--- src/rtl/halfrate_serial_rx.sv ---
module halfrate_serial_rx #(
  parameter int WORD_W = 7
) (
  input  logic              clk,
  input  logic              rst_n,
  input  logic              ten_n,
  input  logic              sdata,
  output logic [WORD_W-1:0] rx_word,
  output logic              rx_valid,
  output logic              frame_err,
  output logic              bit_clk
);
  localparam int CW = $clog2(WORD_W + 1);
  localparam logic [CW-1:0] LAST = CW'(WORD_W - 1);

  logic [CW-1:0]     cnt;
  logic [WORD_W-1:0] shreg;
  logic [WORD_W-1:0] sh_next;
  logic              en;
  logic              take;

  assign en      = ~ten_n;
  assign take    = en & ~bit_clk;
  assign sh_next = {shreg[WORD_W-2:0], sdata};

  always_ff @(posedge clk) begin
    if (!rst_n) begin
      bit_clk   <= 1'b0;
      cnt       <= '0;
      shreg     <= '0;
      rx_word   <= '0;
      rx_valid  <= 1'b0;
      frame_err <= 1'b0;
    end else begin
      rx_valid  <= 1'b0;
      frame_err <= 1'b0;
      if (!en) begin
        bit_clk <= 1'b0;
        cnt     <= '0;
        if (cnt != '0) frame_err <= 1'b1;
      end else begin
        bit_clk <= ~bit_clk;
        if (take) begin
          shreg <= sh_next;
          if (cnt == LAST) begin
            rx_word  <= sh_next;
            rx_valid <= 1'b1;
            cnt      <= '0;
          end else begin
            cnt <= cnt + 1'b1;
          end
        end
      end
    end
  end

  p_valid_pulse_r4: assert property (@(posedge clk) disable iff (!rst_n)
    rx_valid |=> !rx_valid);
  p_word_hold_r4: assert property (@(posedge clk) disable iff (!rst_n)
    !rx_valid |-> $stable(rx_word));
  p_err_pulse_r9: assert property (@(posedge clk) disable iff (!rst_n)
    frame_err |=> !frame_err);
  p_err_no_valid_r9: assert property (@(posedge clk) disable iff (!rst_n)
    !(frame_err && rx_valid));
  p_bclk_idle_r6: assert property (@(posedge clk) disable iff (!rst_n)
    ten_n |=> !bit_clk);
  p_bclk_toggle_r6: assert property (@(posedge clk) disable iff (!rst_n)
    !ten_n |=> (bit_clk != $past(bit_clk)));
  p_cnt_range_r2: assert property (@(posedge clk) disable iff (!rst_n)
    cnt < CW'(WORD_W));
endmodule

--- config.mk ---
export PLATFORM = sky130hd
export DESIGN_NAME = halfrate_serial_rx
export DESIGN_NICKNAME = d
export VERILOG_FILES = /design/src/rtl/halfrate_serial_rx.sv
export SDC_FILE = /design/constraint.sdc
export NUM_CORES = 1
export LEC_CHECK = 0
export CAP_MARGIN = 10
export CORE_ASPECT_RATIO = 1.1
export CORE_MARGIN = 5
export CORE_UTILIZATION = 25
export DETAILED_ROUTE_END_ITERATION = 10
export DONT_BUFFER_PORTS = 1
export SYNTH_ARGS = -nofsm -noshare
export SYNTH_HDL_FRONTEND = slang
export SYNTH_SLANG_ARGS = --single-unit
--- constraint.sdc ---
create_clock -name clk -period 1.9 [get_ports clk]
set_input_delay 0.38 -clock clk [delete_from_list [all_inputs] [get_ports clk]]
set_output_delay 0.38 -clock clk [all_outputs]
set_load 0.05 [all_outputs]
* Word-level counts from Yosys, hierarchy flattened
Cells that the tools add are included.
Storage, ports and cells: memory bits (writable) 0, logic and storage cells 22, bits of input ports 4, latch bits 0, bits in registers 19, output and inout bits 10, ROM bits 0, memories 0
Operators by class: reductions and logical operators 6, add/sub/neg operators 1, $mul 0, div/mod/pow operators 0, magnitude comparators 0, equal/unequal tests 1, multiplexer cells 3, shifts and indexed selects 0, bitwise operators 5
Operators by type and width (number):
- 1-bit NOT | 4
- 2-bit AND reduction | 2
- 3-bit by 1-bit adder with 3-bit output, second input constant | 1
- 3-bit == test, second input constant | 1
- 3-bit 2-to-1 mux | 1
- 3-bit AND reduction | 1
- 3-bit nonzero test | 1
- 3-bit OR reduction | 1
- 1-bit 2-to-1 mux | 2
- 2-bit OR reduction | 1
- 1-bit bitwise AND | 1

* Logic depth before layout (Yosys ltp)
depth after elaboration 4, depth in mapped cells 4, gate-level depth less buffers 3

* Worst setup path before layout
No wires, ideal clock.
path kind register to register, start point register bit_clk, end point register bit_clk, data required time 1.785 ns, slack 0.498 ns, library setup time 0.115 ns, cell stages (with the launch flop) 4, buffers on the path 1, arrival time 1.287 ns, clock period less this slack 1.402 ns, cell sequence dfxtp_1 > clkbuf_1 > nor2_1 > and2_1
On the way: cells in the longest elaborated chain, start to end 1
Ends and longest elaborated chain:
- start, declared | line 11 | output logic bit_clk
- start signal, assigned | line 42 | bit_clk <= ~bit_clk;
- 1-bit NOT | line 42
Every way passes these cells. A chain may end at the register's enable or synchronous reset.

* Final worst setup path
start point register bit_clk, end point output port bit_clk
No word-level cell between the ends.

==> results.md <==
* Max-slew violations at 0
* Chip Width at about 63 um
* Root Driver: clkbuf_4
* Total power at around 0.00064 W
* FF+latch count, synth at 19
* Antenna violations before repair at 0
* RSZ-0062 raised after global routing: false
* Worst-path clk slew at 0.11 ns
* Period utilization at approximately three quarters
* Mapped Cells at 82
* Hold Path Stages at 1
* Bufs and invs on worst path at 1
* Rel. slew slack at between 50 and 60%
* DRT iter0 DRCs at 36
* DP Worst Slack at ~0.5 ns
* GPL Wtd Cong at 0.836
* Global-route wire length before repair at between 2000 and 2500 um
* Clk_lat worst skew at approximately 0.30 ns
* Port bufs at 0
* HPWL Detailed at 931 um
* Worst R2R Start: cnt[0]
* Total grt overflow at 0
* Worst R2R End: rx_word[6]
* Starting Density at between 20% and 30%
* Syn_nets at between 80 and 90
* Max cap viols at 0
* Hold crit path type: in -> reg
* Top delay family on crit path: flip-flops
* Hold EP: bit_clk
* Avg Cell Area, Syn at 9.38 sq um
* Final setup TNS at 0 ns
* Hold Buf Count CTS at 0
* Critical path peak fanout at 8
* GRT Overall Usage at ~6.6%
* DR pass1 iterations at 4
* Routed WL at 1300 um
* Nets at between 80 and 90
* Layout Skew at between 0.007 and 0.008 ns
* Fin util at around a quarter
* Routed Antenna Nets at 0
* Area growth, synth to finish at 4.07%
* Die Ht at ~68 um
* FMAX at ~0.69 GHz
* Critical Path Slowest Stage Cell: dfxtp_1
* Area of the die at between 0.004 and 0.005 sq mm
* Critical path required time at about 1.5 ns
* R2R Setup Slk at roughly 0.51 ns
* Critical-path cell list: buf_4
* Count of non-filler cells in the finished layout at roughly 120
* Commonest non-fill, non-tap cell in the layout: nand2_1
* Via count at 546
* Outcome: finished, final reports clean
* Worst VDD drop at 246 uV
* Slowest cell delay on critical path at ~0.47 ns
* Pwr dens at around 800 mW/mm^2
* Worst slew pin tran at 0.664 ns
* Worst Reg-to-Reg Cells at 2
* Mapped Area at 769 sq um
* # fillers at about 340
* Synth warn at 0
* Ports at 14
* Row cnt at 21
* Endpoints failing setup at 0
* Crit start category: flip-flop
* Vias in the first global route at approximately 480
* Clock Tree Buf Depth at 2
* TritonCTS buffer count at 3
* Min-delay src: rst_n
* ANT cells at 0
* CP arrival at about 1.1 ns
* TritonCTS clock tree: yes
* H-tree depth at 1
* DRC Markers at 0
* Final hold viol count at 0
* Routed len/inst at 11.2 um
* Core area at 0.00300 sq mm
* Most frequent cells in the layout: nand2_1 (20), dfxtp_1 (19), mux2i_1 (7)
* Cell variety after synth at 19
* Setup Crit Path Kind: reg -> out
* P_leak at ~0.25 nW
* Avg Vias per Cell at 4.71
* Largest net degree at the start of global routing at 25
* Sequential element share of the synthesized area at 49.4%
* Post-Place Cells at 112
* CP endpoint kind: output port
* Post-CTS setup buffer count at 0
* Post_cts resized at 0
* Minimum clock period at about 1.4 ns
* Share of layout cells above drive strength 1 at 8.54%
* Final worst slack at ~0.46 ns
* Clk sinks at 19
layer usage:
metal / global-route usage, % / wire length [um]
met1: 7.43 / 561
met2: 10.9 / 647
met3: 1.31 / 77
met4: 5.57 / 10
met5: 0 / 0
where the power goes:
part / switching [W] / internal [W] / total, W
clock: 0.000120 / 0.0000817 / 0.000202
combinational: 0.0000153 / 0.0000112 / 0.0000264
sequential: 0.0000102 / 0.000404 / 0.000414
cell type report:
type	count	area, sq um	share of cell area (%)
flip-flops and latches	19	380	47.5
multi-input cells	57	340	42.5
well taps	34	42.5	5.31
clock buffers	4	26.3	3.28
repair buffers	1	7.51	0.938
inverters	1	3.75	0.469
cell families (layout without fill, tap and decap cells):
kind of cell | after synthesis | after routing | synth area share [%]
compound gates | 17 | 17 | 14.1
buf+inv | 6 | 6 | 6.34
flops | 19 | 19 | 49.4
mux | 7 | 7 | 9.11
simple gates | 33 | 33 | 21.0
synth_stat cells:
cell type / instances / area [sq um]
nand2_1: 20 / 75.1
dfxtp_1: 19 / 380
mux2i_1: 7 / 70.1
a21boi_1: 6 / 45.0
o21ai_0: 6 / 30.0
nor2_1: 5 / 18.8
a21oi_1: 3 / 15.0
buf_6: 3 / 33.8
and2_1: 2 / 12.5
nand2b_1: 2 / 12.5
a211oi_1: 1 / 7.51
buf_4: 1 / 7.51
clkbuf_1: 1 / 3.75
inv_1: 1 / 3.75
nand2_2: 1 / 6.26
nor3_1: 1 / 5.00
nor4_4: 1 / 21.3
nor4bb_1: 1 / 10.0
o311a_2: 1 / 11.3
worst max-delay path by stage:
stage	start	endpoint	cells past startpoint	slack, ns
final	bit_clk	bit_clk	1	0.46
after global routing	bit_clk	bit_clk	1	0.40
after CTS	bit_clk	bit_clk	1	0.45
after detailed placement	cnt[0]	rx_word[6]	2	0.50
after global placement	cnt[0]	rx_word[3]	2	0.58
after floorplan	bit_clk	bit_clk	3	0.50
sequential cells by signal, summed over array words and instances, names as in the netlist:
signal,cells
bit_clk,1
cnt,3
rx_word,7
frame_err,1
rx_valid,1
shreg,6
metrics by stage:
step | area (sq um) | hold slack [ns]
2_1_floorplan | 769 | 0.435
4_1_cts | 801 | 0.196
3_3_place_gp | 774 | 0.443
6_report | 801 | 0.199
3_5_place_dp | 774 | 0.458
5_1_grt | 801 | 0.190
Note: power is estimated with default switching activity, not from simulation.
